**src/rtl/seg_xlate_pkg.sv**
```systemverilog
package seg_xlate_pkg;
    localparam int ADDR_W  = 32;
    localparam int SEL_W   = 16;
    localparam int LIM_W   = 20;
    localparam int TLIM_W  = 16;
    localparam int IDX_W   = SEL_W - 3;
    localparam int PAGE_SH = 12;

    typedef enum logic [1:0] {
        FLT_NONE   = 2'd0,
        FLT_TABLE  = 2'd1,
        FLT_ABSENT = 2'd2,
        FLT_SEGLIM = 2'd3
    } fault_e;

    typedef enum logic [2:0] {
        ST_IDLE,
        ST_ISSUE_LO,
        ST_WAIT_LO,
        ST_ISSUE_HI,
        ST_WAIT_HI,
        ST_CHECK
    } state_e;

    typedef struct packed {
        logic [ADDR_W-1:0] base;
        logic [LIM_W-1:0]  lim;
        logic              gran;
        logic              present;
        logic              sys;
        logic [3:0]        typ;
    } desc_t;
endpackage

```
**src/rtl/seg_sel_decode.sv**
```systemverilog
module seg_sel_decode
    import seg_xlate_pkg::*;
(
    input  logic [IDX_W-1:0]  idx,
    input  logic              ti,
    input  logic [ADDR_W-1:0] gtab_base,
    input  logic [TLIM_W-1:0] gtab_lim,
    input  logic [ADDR_W-1:0] ltab_base,
    input  logic [TLIM_W-1:0] ltab_lim,
    output logic [ADDR_W-1:0] desc_addr,
    output logic              tab_fault
);
    logic [ADDR_W-1:0] tbase;
    logic [TLIM_W-1:0] tlim;
    logic [TLIM_W-1:0] last_byte;

    always_comb begin
        tbase     = ti ? ltab_base : gtab_base;
        tlim      = ti ? ltab_lim  : gtab_lim;
        last_byte = {idx, 3'b111};
        tab_fault = last_byte > tlim;
        desc_addr = tbase + {{(ADDR_W-TLIM_W){1'b0}}, idx, 3'b000};
    end
endmodule

```
**src/rtl/seg_desc_unpack.sv**
```systemverilog
module seg_desc_unpack
    import seg_xlate_pkg::*;
(
    input  logic [31:0] word_lo,
    input  logic [31:0] word_hi,
    output desc_t       desc
);
    logic unused_attr;

    always_comb begin
        desc.base    = {word_hi[31:24], word_hi[7:0], word_lo[31:16]};
        desc.lim     = {word_hi[19:16], word_lo[15:0]};
        desc.gran    = word_hi[23];
        desc.present = word_hi[15];
        desc.sys     = word_hi[12];
        desc.typ     = word_hi[11:8];
        unused_attr  = ^{word_hi[22:20], word_hi[14:13]};
    end
endmodule

```
**src/rtl/seg_check.sv**
```systemverilog
module seg_check
    import seg_xlate_pkg::*;
(
    input  desc_t             desc,
    input  logic [ADDR_W-1:0] off,
    output fault_e            flt,
    output logic [ADDR_W-1:0] lin
);
    logic [ADDR_W-1:0] eff_lim;

    always_comb begin
        eff_lim = desc.gran ? {desc.lim, {PAGE_SH{1'b1}}}
                            : {{(ADDR_W-LIM_W){1'b0}}, desc.lim};
        if (!desc.present)       flt = FLT_ABSENT;
        else if (off > eff_lim)  flt = FLT_SEGLIM;
        else                     flt = FLT_NONE;
        lin = (flt == FLT_NONE) ? desc.base + off : '0;
    end
endmodule

```
**src/rtl/seg_xlate.sv**
```systemverilog
module seg_xlate
    import seg_xlate_pkg::*;
(
    input  logic              clk,
    input  logic              rst_n,
    input  logic              start,
    input  logic              prot_en,
    input  logic [SEL_W-1:0]  sel,
    input  logic [ADDR_W-1:0] off,
    input  logic [ADDR_W-1:0] gtab_base,
    input  logic [TLIM_W-1:0] gtab_lim,
    input  logic [ADDR_W-1:0] ltab_base,
    input  logic [TLIM_W-1:0] ltab_lim,
    output logic              mem_req,
    output logic [ADDR_W-1:0] mem_addr,
    input  logic              mem_rvalid,
    input  logic [31:0]       mem_rdata,
    output logic              busy,
    output logic              done,
    output logic [ADDR_W-1:0] lin_addr,
    output logic [1:0]        fault,
    output logic              desc_sys,
    output logic [3:0]        desc_type
);
    typedef struct packed {
        state_e            st;
        logic [ADDR_W-1:0] daddr;
        logic [ADDR_W-1:0] off;
        logic [31:0]       wlo;
        logic [31:0]       whi;
        logic [ADDR_W-1:0] lin;
        fault_e            flt;
        logic              sys;
        logic [3:0]        typ;
        logic              done;
    } regs_t;

    regs_t d, q;

    logic [ADDR_W-1:0] dec_addr;
    logic              tab_fault;
    desc_t             desc;
    fault_e            chk_flt;
    logic [ADDR_W-1:0] chk_lin;

    seg_sel_decode u_dec (
        .idx(sel[SEL_W-1:3]), .ti(sel[2]),
        .gtab_base(gtab_base), .gtab_lim(gtab_lim),
        .ltab_base(ltab_base), .ltab_lim(ltab_lim),
        .desc_addr(dec_addr), .tab_fault(tab_fault)
    );

    seg_desc_unpack u_unp (.word_lo(q.wlo), .word_hi(q.whi), .desc(desc));

    seg_check u_chk (.desc(desc), .off(q.off), .flt(chk_flt), .lin(chk_lin));

    always_comb begin
        d      = q;
        d.done = 1'b0;
        case (q.st)
            ST_IDLE: if (start) begin
                d.sys = 1'b0;
                d.typ = '0;
                d.off = off;
                if (!prot_en) begin
                    d.lin  = {{(ADDR_W-SEL_W-4){1'b0}}, sel, 4'b0000} + off;
                    d.flt  = FLT_NONE;
                    d.done = 1'b1;
                end else if (tab_fault) begin
                    d.lin  = '0;
                    d.flt  = FLT_TABLE;
                    d.done = 1'b1;
                end else begin
                    d.daddr = dec_addr;
                    d.st    = ST_ISSUE_LO;
                end
            end
            ST_ISSUE_LO: d.st = ST_WAIT_LO;
            ST_WAIT_LO: if (mem_rvalid) begin
                d.wlo = mem_rdata;
                d.st  = ST_ISSUE_HI;
            end
            ST_ISSUE_HI: d.st = ST_WAIT_HI;
            ST_WAIT_HI: if (mem_rvalid) begin
                d.whi = mem_rdata;
                d.st  = ST_CHECK;
            end
            ST_CHECK: begin
                d.lin  = chk_lin;
                d.flt  = chk_flt;
                d.sys  = desc.sys;
                d.typ  = desc.typ;
                d.done = 1'b1;
                d.st   = ST_IDLE;
            end
            default: d.st = ST_IDLE;
        endcase
    end

    always_ff @(posedge clk) begin
        if (!rst_n) begin
            q.st    <= ST_IDLE;
            q.daddr <= '0;
            q.off   <= '0;
            q.wlo   <= '0;
            q.whi   <= '0;
            q.lin   <= '0;
            q.flt   <= FLT_NONE;
            q.sys   <= 1'b0;
            q.typ   <= '0;
            q.done  <= 1'b0;
        end else begin
            q <= d;
        end
    end

    assign mem_req   = (q.st == ST_ISSUE_LO) || (q.st == ST_ISSUE_HI);
    assign mem_addr  = q.daddr + ((q.st == ST_ISSUE_HI) ? 32'd4 : 32'd0);
    assign busy      = q.st != ST_IDLE;
    assign done      = q.done;
    assign lin_addr  = q.lin;
    assign fault     = q.flt;
    assign desc_sys  = q.sys;
    assign desc_type = q.typ;

    a_r1_real_next_cycle: assert property (@(posedge clk) disable iff (!rst_n)
        (start && !busy && !prot_en) |=> (done && fault == FLT_NONE && !mem_req));

    a_r3_table_fault_fast: assert property (@(posedge clk) disable iff (!rst_n)
        (start && !busy && prot_en && tab_fault) |=> (done && fault == FLT_TABLE && !mem_req));

    a_r5_fault_no_address: assert property (@(posedge clk) disable iff (!rst_n)
        (done && fault != FLT_NONE) |-> (lin_addr == '0));

    a_r9_done_single: assert property (@(posedge clk) disable iff (!rst_n)
        done |=> !done);

    a_r2_req_single: assert property (@(posedge clk) disable iff (!rst_n)
        mem_req |=> !mem_req);

    a_r9_idle_on_done: assert property (@(posedge clk) disable iff (!rst_n)
        done |-> !busy);
endmodule

```
**config.mk**
```make
export PLATFORM = sky130hd
export DESIGN_NAME = seg_xlate
export DESIGN_NICKNAME = d
export VERILOG_FILES = /design/src/rtl/seg_xlate_pkg.sv /design/src/rtl/seg_sel_decode.sv /design/src/rtl/seg_desc_unpack.sv /design/src/rtl/seg_check.sv /design/src/rtl/seg_xlate.sv
export SDC_FILE = /design/constraint.sdc
export NUM_CORES = 1
export LEC_CHECK = 0
export ABC_AREA = 1
export BUFFER_PORTS_ARGS = -buffer_cell sky130_fd_sc_hd__clkbuf_2
export CAP_MARGIN = 30
export CORE_UTILIZATION = 62
export CTS_BUF_LIST = sky130_fd_sc_hd__clkbuf_16
export DETAILED_ROUTE_END_ITERATION = 7
export GPL_ROUTABILITY_DRIVEN = 0
export HOLD_SLACK_MARGIN = 0.08
export PLACE_DENSITY = 0.87
export SYNTH_ARGS = -nofsm -noshare
export SYNTH_HDL_FRONTEND = slang
export SYNTH_HIERARCHICAL = 1
export SYNTH_SLANG_ARGS = --single-unit
export TNS_END_PERCENT = 1
```
**constraint.sdc**
```tcl
create_clock -name clk -period 7.9 [get_ports clk]
set_clock_uncertainty 0.05 [all_clocks]
set_input_delay 0.395 -clock clk [delete_from_list [all_inputs] [get_ports clk]]
set_output_delay 0.395 -clock clk [all_outputs]
set_load 0.05 [all_outputs]
```
==> impl_metrics.ini <==
[logic_synthesis]
ys.warnings.count = 6
syn_area_per_cell_um2 = 6.251
syn_inst = 2372
netlist_area_um2 = 14830
syn_nets = 2663

[outcome]
status = finished clean

[routing]
totalWireLength_um = 46360
top_layer_used = met4
first_pass_iters = 7
vias = 15951
drt-met1-wl_um = 18240
drc_errors = 0
drt-initial-drc-count = 1749
met3_length_um = 5247
wire_per_inst_um = 16.48
viasPerCell = 5.670
met2_length_um = 20250
ant_nets = 0

[clocking]
holdBufCountCts = 0
worstSkewPairLatency_ns = 0.44
clockBufferDepth = 2
htree_num_levels = 4
postCtsSetupBuffers = 0
cts_root_buf = clkbuf_16
cts_sinks = 166
cts_tree = yes
cts-buffers-inserted = 17
clkTransAtPathRegs_ns = 0.07
cts_resized = 0

[floorplanning]
die_w_um = 156.7
fp.dieH_um = 156.7
initial_core_util_pct = 63.17
rows = 56
die_area_um2 = 24540
core_area_um2 = 23470
boundaryPins = 255

[timing]
rsz0062_at_grt = no
slew_viol_final = 0
setup_slack_ns = 4.184
hold_viol = 0
setup_viol = 0
fmax_mhz = 269.1
tns_ns = 0
period_share_pct = 47.04
worst_slew_pin_slew_ns = 1.072
period_minus_slack_ns = 3.716
relSlewSlack_pct = 28.39

[power]
power.leakage_uw = 0.008205
power.density_nw_per_um2 = 154.7
vdd_drop_max_mv = 0.1535

[worst_hold_path]
worstHoldPathType = in2reg

[worst_setup_path]
crit_type = in2reg
required_ns = 8.17
end_kind = register
ff2ff_path_depth = 14
start_kind = input pin
rr_endpoint = lin_addr[30]$_SDFFE_PN0P_
cp-startpoint = sel[2]
r2r_slack_ns = 4.42
arrival_ns = 3.98
critPathCapture = lin_addr[21]$_SDFFE_PN0P_
r2r-start = q[63]$_SDFFE_PN0P_
path_max_fanout = 49

[placed_design]
io_buffers = 254
place_hpwl_um = 36850
place_ws_ns = 3.858

[finish]
nNetsFinal = 2772
area_growth_pct = 7.974
layout-drive-gt1-share_pct = 16.36
fillers = 2027
final_common_cell = nand2_1
mostFrequentLayoutCells = nand2_1 (665), nor2_1 (298), clkbuf_2 (253)
antenna_cells = 0

[global_routing]
grt.total_usage_pct = 37.42
grt_overflow = 0
grt_pass1_vias = 14128
grt_pass1_wl_um = 71080
grt_max_degree = 74
antenna_found_initial = 0

[run]
drv_cap = 0
## worst max-delay path, cell delays in order
cell and delay [ns]:
clkbuf_2 0.07, buf_4 0.47, inv_2 0.43, nand2_1 0.14, nand2_1 0.06, ha_1 0.26
nor3b_1 0.15, and3_1 0.18, a21oi_1 0.07, nor2_1 0.12, inv_1 0.15, a21oi_4 0.75
inv_2 0.30, o21ai_0 0.30, a21oi_1 0.08
## where the power goes
group          switching (uW)  internal (uW)
logic                     479            214
registers                58.4            881
clock network             397            449
## stage by stage
step | instances | util [%] | hold slack (ns) | instance area [um^2] | total power (uW)
after floorplan | 2372 | - | 0.3737 | 14830 | 1435
after global placement | 2780 | 65.63 | 0.3850 | 15400 | 1605
after detailed placement | 2781 | 65.69 | 0.3896 | 15420 | 1623
after CTS | 2813 | 68.21 | 0.1537 | 16010 | 2458
after global routing | 2813 | 68.21 | 0.1775 | 16010 | 2577
final | 2813 | 68.21 | 0.1613 | 16010 | 2477
## layout make-up
| type | instances | area (um^2) | share of cell area [%] |
|---|---|---|---|
| Sequential cell | 166 | 3323 | 20.76 |
| Inverter | 258 | 970.9 | 6.064 |
| Timing Repair Buffer | 259 | 1319 | 8.237 |
| Clock buffer | 17 | 425.4 | 2.657 |
| Clock inverter | 15 | 165.2 | 1.032 |
| Tap cell | 319 | 399.1 | 2.493 |
| Multi-Input combinational cell | 1779 | 9408 | 58.76 |
## worst min-delay path by stage
stage,start,to,slack (ns),cells after the start
finish,off[4],q[108]$_SDFFE_PN0P_,0.16,3
global route,mem_rdata[14],q[86]$_SDFFE_PN0P_,0.18,3
global placement,q[48]$_SDFFE_PN0P_,q[48]$_SDFFE_PN0P_,0.38,2
floorplan,q[51]$_SDFFE_PN0P_,q[51]$_SDFFE_PN0P_,0.37,2
detailed placement,q[50]$_SDFFE_PN0P_,q[50]$_SDFFE_PN0P_,0.39,2
CTS,off[4],q[108]$_SDFFE_PN0P_,0.15,3
## registers in the layout, summed over array words and instances, names as in the netlist
register   count
q            126
lin_addr      32
desc_type      4
fault          2
desc_sys       1
done           1
## per-layer routing
layer	track usage, %	vias to the layer above
li1	-	7672
met1	47.33	7091
met2	60.37	1029
met3	5.982	159
met4	21.38	0
met5	0	-
(Power assumes the default switching activity.)
